$ cat src/rtl/sertx_pkg.sv
package sertx_pkg;
  localparam int REG_W     = 16;
  localparam int CHAR_W    = 8;
  localparam int MIN_BITS  = CHAR_W - 3;
  localparam int FRAME_W   = CHAR_W + 4;             // start + data + parity + two stop
  localparam int HCNT_W    = $clog2(2 * FRAME_W) + 1;
  localparam int IDX_W     = HCNT_W - 1;
  localparam int PAD_W     = 1 << IDX_W;
  localparam int RDY_POS   = 7;
  localparam int IE_POS    = 6;
  localparam int MAINT_POS = 2;
  localparam int BRK_POS   = 0;

  typedef struct packed {
    logic [1:0] bits;
    logic       par_en;
    logic       par_odd;
    logic [1:0] stop;
  } line_cfg_t;

  function automatic int char_len(logic [1:0] code);
    return MIN_BITS + int'(code);
  endfunction

  function automatic logic [FRAME_W-1:0] build_frame(logic [CHAR_W-1:0] d, line_cfg_t c);
    logic [FRAME_W-1:0] f;
    logic               p;
    int                 n;
    n    = char_len(c.bits);
    f    = '1;
    f[0] = 1'b0;
    p    = c.par_odd;
    for (int i = 0; i < CHAR_W; i++) begin
      if (i < n) begin
        f[i+1] = d[i];
        p      = p ^ d[i];
      end
    end
    for (int i = MIN_BITS; i <= CHAR_W; i++) begin
      if (c.par_en && i == n) f[i+1] = p;
    end
    return f;
  endfunction

  function automatic logic [HCNT_W-1:0] frame_halves(line_cfg_t c);
    int h;
    h = 2 * (1 + char_len(c.bits) + int'(c.par_en));
    case (c.stop)
      2'd0:    h = h + 2;
      2'd1:    h = h + 3;
      default: h = h + 4;
    endcase
    return h[HCNT_W-1:0];
  endfunction
endpackage

$ cat src/rtl/sertx_regs.sv
module sertx_regs
  import sertx_pkg::*;
(
  input  logic              clk_i,
  input  logic              rst_ni,
  input  logic              wr_i,
  input  logic              sel_i,
  input  logic [REG_W-1:0]  wdata_i,
  input  logic              take_i,
  output logic              ready_o,
  output logic [CHAR_W-1:0] hold_o,
  output logic              brk_o,
  output logic              maint_o,
  output logic              ie_o,
  output logic [REG_W-1:0]  rdata_o
);
  logic full_q;
  logic unused_hi;
  assign unused_hi = ^wdata_i[REG_W-1:CHAR_W];

  always_ff @(posedge clk_i or negedge rst_ni) begin
    if (!rst_ni) begin
      full_q  <= 1'b0;
      hold_o  <= '0;
      brk_o   <= 1'b0;
      maint_o <= 1'b0;
      ie_o    <= 1'b0;
    end else begin
      if (wr_i && sel_i) begin
        hold_o <= wdata_i[CHAR_W-1:0];
        full_q <= 1'b1;
      end else if (take_i) begin
        full_q <= 1'b0;
      end
      if (wr_i && !sel_i) begin
        brk_o   <= wdata_i[BRK_POS];
        maint_o <= wdata_i[MAINT_POS];
        ie_o    <= wdata_i[IE_POS];
      end
    end
  end

  assign ready_o = !full_q;

  always_comb begin
    rdata_o = '0;
    if (!sel_i) begin
      rdata_o[RDY_POS]   = ready_o;
      rdata_o[IE_POS]    = ie_o;
      rdata_o[MAINT_POS] = maint_o;
      rdata_o[BRK_POS]   = brk_o;
    end
  end
endmodule

$ cat src/rtl/sertx_shift.sv
module sertx_shift
  import sertx_pkg::*;
(
  input  logic              clk_i,
  input  logic              rst_ni,
  input  logic              tick_i,
  input  logic              load_i,
  input  logic [CHAR_W-1:0] char_i,
  input  line_cfg_t         cfg_i,
  output logic              busy_o,
  output logic              line_o
);
  logic [PAD_W-1:0]  frame_q;
  logic [HCNT_W-1:0] hcnt_q, hlen_q;
  logic [IDX_W-1:0]  bit_idx;

  always_ff @(posedge clk_i or negedge rst_ni) begin
    if (!rst_ni) begin
      busy_o  <= 1'b0;
      hcnt_q  <= '0;
      hlen_q  <= '0;
      frame_q <= '1;
    end else if (load_i) begin
      busy_o  <= 1'b1;
      hcnt_q  <= '0;
      hlen_q  <= frame_halves(cfg_i);
      frame_q <= {{(PAD_W-FRAME_W){1'b1}}, build_frame(char_i, cfg_i)};
    end else if (busy_o && tick_i) begin
      if (hcnt_q == hlen_q - 1'b1) busy_o <= 1'b0;
      else                         hcnt_q <= hcnt_q + 1'b1;
    end
  end

  // two half-bit strobes per cell; past the frame the padding keeps mark
  assign bit_idx = hcnt_q[HCNT_W-1:1];
  assign line_o  = busy_o ? frame_q[bit_idx] : 1'b1;
endmodule

$ cat src/rtl/sertx_route.sv
module sertx_route (
  input  logic brk_i,
  input  logic maint_i,
  input  logic ie_i,
  input  logic ready_i,
  input  logic line_i,
  input  logic tick_i,
  input  logic rxd_ext_i,
  input  logic rx_tick_ext_i,
  input  logic rx_irq_i,
  output logic txd_o,
  output logic rxd_o,
  output logic rx_tick_o,
  output logic irq_o,
  output logic irq_tx_o
);
  logic tx_req;
  logic line_out;

  assign line_out  = brk_i ? 1'b0 : line_i;
  assign txd_o     = line_out;
  assign rxd_o     = maint_i ? line_out : rxd_ext_i;
  assign rx_tick_o = maint_i ? tick_i : rx_tick_ext_i;

  assign tx_req   = ready_i & ie_i;
  assign irq_o    = rx_irq_i | tx_req;
  assign irq_tx_o = tx_req & !rx_irq_i;
endmodule

$ cat src/rtl/sertx_core.sv
module sertx_core
  import sertx_pkg::*;
(
  input  logic        clk_i,
  input  logic        rst_ni,
  input  logic        tick_i,
  input  logic        bus_sel_i,
  input  logic        bus_wr_i,
  input  logic [15:0] bus_wdata_i,
  output logic [15:0] bus_rdata_o,
  input  logic [1:0]  cfg_bits_i,
  input  logic        cfg_par_en_i,
  input  logic        cfg_par_odd_i,
  input  logic [1:0]  cfg_stop_i,
  output logic        txd_o,
  input  logic        rxd_ext_i,
  input  logic        rx_tick_ext_i,
  output logic        rxd_o,
  output logic        rx_tick_o,
  input  logic        rx_irq_req_i,
  output logic        irq_o,
  output logic        irq_tx_o
);
  logic              tx_ready, sh_busy, sh_line, take;
  logic              st_brk, st_maint, st_ie;
  logic [CHAR_W-1:0] hold_char;
  line_cfg_t         cfg;

  assign cfg  = '{bits: cfg_bits_i, par_en: cfg_par_en_i, par_odd: cfg_par_odd_i, stop: cfg_stop_i};
  assign take = !tx_ready && !sh_busy;

  sertx_regs i_regs (
    .clk_i, .rst_ni,
    .wr_i(bus_wr_i), .sel_i(bus_sel_i), .wdata_i(bus_wdata_i),
    .take_i(take), .ready_o(tx_ready), .hold_o(hold_char),
    .brk_o(st_brk), .maint_o(st_maint), .ie_o(st_ie), .rdata_o(bus_rdata_o)
  );

  sertx_shift i_shift (
    .clk_i, .rst_ni, .tick_i,
    .load_i(take), .char_i(hold_char), .cfg_i(cfg),
    .busy_o(sh_busy), .line_o(sh_line)
  );

  sertx_route i_route (
    .brk_i(st_brk), .maint_i(st_maint), .ie_i(st_ie), .ready_i(tx_ready),
    .line_i(sh_line), .tick_i, .rxd_ext_i, .rx_tick_ext_i,
    .rx_irq_i(rx_irq_req_i), .txd_o, .rxd_o, .rx_tick_o, .irq_o, .irq_tx_o
  );
endmodule

$ cat config.mk
export PLATFORM = sky130hd
export DESIGN_NAME = sertx_core
export DESIGN_NICKNAME = d
export VERILOG_FILES = /design/src/rtl/sertx_pkg.sv /design/src/rtl/sertx_regs.sv /design/src/rtl/sertx_shift.sv /design/src/rtl/sertx_route.sv /design/src/rtl/sertx_core.sv
export SDC_FILE = /design/constraint.sdc
export NUM_CORES = 1
export LEC_CHECK = 0
export CAP_MARGIN = 25
export CORE_MARGIN = 2
export CORE_UTILIZATION = 46
export DETAILED_ROUTE_END_ITERATION = 10
export PLACE_DENSITY = 0.77
export SLEW_MARGIN = 25
export SYNTH_ARGS = -nofsm -noshare
export SYNTH_HDL_FRONTEND = slang
export SYNTH_SLANG_ARGS = --single-unit
$ cat constraint.sdc
create_clock -name clk_i -period 2.5 [get_ports clk_i]
set_input_delay 0.25 -clock clk_i [delete_from_list [all_inputs] [get_ports clk_i]]
set_output_delay 0.25 -clock clk_i [all_outputs]
set_load 0.02 [all_outputs]
==> out/metrics.yaml <==
sta:
  rsz0062_at_grt: "no"
  hold_viol: 0
  min_period_ns: 2.39
  setup_violations: 0
  tns_ns: 0
  min_period_over_period_pct: 95.4
  fmax_mhz: 419
  max_slew.worst_pin.slew_ns: 0.555
  drv_slew: 0
  relSlewSlack_pct: 62.7
  fin_skew_ns: 0.00886
setup_path:
  critical_path_required_ns: 2.67
  critical_path.startpoint_type: "register"
  worstPathMaxFanout: 6
  worstSetupStartpoint: "i_shift.hlen_q[0]$_DFFE_PN0P_"
  worst_setup_path_end_kind: "register"
  worst-setup-path-type: "reg2reg"
  r2r_end: "i_shift.hcnt_q[0]$_DFFE_PN0P_"
  rr_startpoint: "i_shift.hlen_q[0]$_DFFE_PN0P_"
  arrival_ns: 2.56
  rr_worst_depth: 6
  endpoint: "i_shift.hcnt_q[0]$_DFFE_PN0P_"
  rrSetupSlack_ns: 0.11
clock_tree:
  cts-root-buf: "clkbuf_8"
  cts_sinks: 35
  h-tree-depth: 2
  postCtsSetupBuffers: 0
  cts_tree: "built"
  clock_path_buffers: 2
  cts.clk_slew.worst_paths_ns: 0.08
  clock_latency_ns: 0.29
  cts_made_buffers: 5
synth:
  yosys-mux-area-fraction_pct: 9.04
  synth_cells: 241
  async_reset_ff_share_pct: 100
  synth_xor_xnor_area_share_pct: 8.08
  synth-simple-area-share_pct: 17.4
  synth_cell_type_count: 46
  synth_seq_cells: 35
  syn_avg_cell_area_um2: 9.70
  synth-edff-count: 0
  ys_seq_area_share_pct: 38.0
  synth_compound_area_share_pct: 12.0
  synth_top_family_by_area: "simple AND/OR/NAND/NOR gates"
  synth-adder-area-share_pct: 7.28
  netlist_area_um2: 2340
  ys_warn_count: 0
  ys.flop_type: "dfrtp_1"
drt:
  wire_per_inst_um: 12.9
  drt-pass1-iter-count: 4
  drt_wl_total_um: 4430
  drc_errors: 0
  dr_total_vias: 1740
  viasPerCell: 5.07
  ant_nets: 0
  drtIter0Drc: 117
die:
  io-pin-count: 51
  initial_core_util_pct: 48.5
  dieArea_um2: 5670
  die_w_um: 75.3
  die_h_um: 75.3
  core_um2: 4820
  core.rowCount: 25
cells_and_area:
  drive_gt1_share_pct: 17.0
  fill_cells: 439
  nets: 318
  final_util_pct: 57.9
  area_delta_synth_final_pct: 19.4
  antenna_cells: 0
power:
  power_density_nw_per_um2: 1020
  totalPowerFinal_uw: 2850
  p_leak_uw: 0.00121
  peakVddDrop_mv: 0.366
global_route:
  grt_usage_pct: 17.5
  grt_max_degree: 36
  grt_pass1_vias: 1678
  grt_pass1_wl_um: 7570
  grt-ovfl-total: 0
  antenna_found_initial: 0
min_path:
  hold_path_class: "in2async"
placement:
  port_buffers: 30
  gp_congestion: 0.789
  dpl.hpwl_um: 3410
status:
  status: "complete, no violations"
flow_run:
  drv_cap: 0
## cells by family after synthesis
| kind of cell | Yosys count |
|---|---|
| compound gates | 42 |
| xor+xnor | 17 |
| fa+ha+maj | 13 |
| buf+inv | 33 |
| flops | 35 |
| mux | 17 |
| other cells | 1 |
| simple gates | 83 |
## metal layers
layer | wire, um | global-route usage (%)
met5 | 0 | 0
met4 | 35 | 4.87
met3 | 158 | 4.50
met2 | 2110 | 28.2
met1 | 2120 | 23.7
## critical path: stages, from the launching register on
cell	delay, ns
dfrtp_1	0.40
inv_1	0.08
ha_1	0.37
xnor2_4	0.16
or4_1	0.61
or2_4	0.33
o311a_1	0.33
## report_power, final
part           total [uW]  switching [uW]  leakage [uW]  internal (uW)
sequential           1020             218      0.000397            798
clock                 511             214     0.0000581            297
combinational        1330             658      0.000757            669
## stage by stage
stage	hold WS, ns	instances	setup slack, ns	cell area [um2]
6_report	0.364	343	0.114	2790
5_1_grt	0.422	343	0.0109	2790
4_1_cts	0.389	343	0.0791	2800
3_5_place_dp	0.445	335	0.0646	2680
3_3_place_gp	0.444	335	0.111	2680
2_1_floorplan	-0.0456	252	0.223	2380
## layout make-up
cell class,count,area (um2),share of cell area (%)
Clock inverter,3,43.8,1.57
Tap cell,67,83.8,3.00
Multi-Input combinational cell,184,1310,46.8
Clock buffer,5,68.8,2.47
Timing Repair Buffer,39,362,13.0
Sequential cell,35,888,31.8
Inverter,10,37.5,1.34
## timing repair
action                     4_1_cts  5_1_grt
resized for setup                3        2
setup endpoints to repair        2        1
pin swaps                        0        1
hold buffers                     0        0
## layout by cell type, fill, tap and decap left out, drive strengths merged, types with 7 or more instances in the layout
master	n
nand2	36
clkdlybuf4s50	28
o21ai	15
a21oi	7
buf	9
inv	10
ha	12
nor2	9
dfrtp	25
mux2	13
conb	12
dfstp	10
xnor2	15
nor2b	7
## state kept, by name, indices dropped and copies added (netlist names)
register         count
i_regs.brk_o         1
i_regs.maint_o       1
i_shift.frame_q     10
i_shift.busy_o       1
i_shift.hlen_q       6
i_regs.hold_o        8
i_regs.full_q        1
i_regs.ie_o          1
i_shift.hcnt_q       6
## Yosys cell counts, types with 6 or more instances
| cell | instances | share of area, % |
|---|---|---|
| mux2_2 | 13 | 6.3 |
| a21oi_1 | 7 | 1.5 |
| nor2_1 | 9 | 1.4 |
| o21ai_0 | 15 | 3.2 |
| nor3_1 | 6 | 1.3 |
| nand2b_1 | 6 | 1.6 |
| nor2b_1 | 7 | 1.9 |
| buf_4 | 13 | 4.2 |
| and2_1 | 6 | 1.6 |
| dfrtp_1 | 25 | 27 |
| ha_1 | 12 | 6.4 |
| dfstp_2 | 10 | 11 |
| clkbuf_1 | 7 | 1.1 |
| nand2_1 | 36 | 5.8 |
| inv_1 | 10 | 1.6 |
| xnor2_1 | 13 | 4.9 |
## how the worst min path moves through the flow
stage                                              start  cells past startpoint                             end  slack (ns)
after global routing                              rst_ni                      2    i_regs.hold_o[2]$_DFFE_PN0P_        0.42
after detailed placement  i_shift.frame_q[9]$_DFFE_PN1P_                      2  i_shift.frame_q[9]$_DFFE_PN1P_        0.45
after floorplan                                   rst_ni                      0        i_regs.brk_o$_DFFE_PN0P_       -0.05
final                                             rst_ni                      2   i_shift.hcnt_q[0]$_DFFE_PN0P_        0.36
after CTS                                         rst_ni                      2   i_shift.hcnt_q[0]$_DFFE_PN0P_        0.39
after global placement    i_shift.frame_q[9]$_DFFE_PN1P_                      2  i_shift.frame_q[9]$_DFFE_PN1P_        0.44
Power figures use the tool's default switching activity.
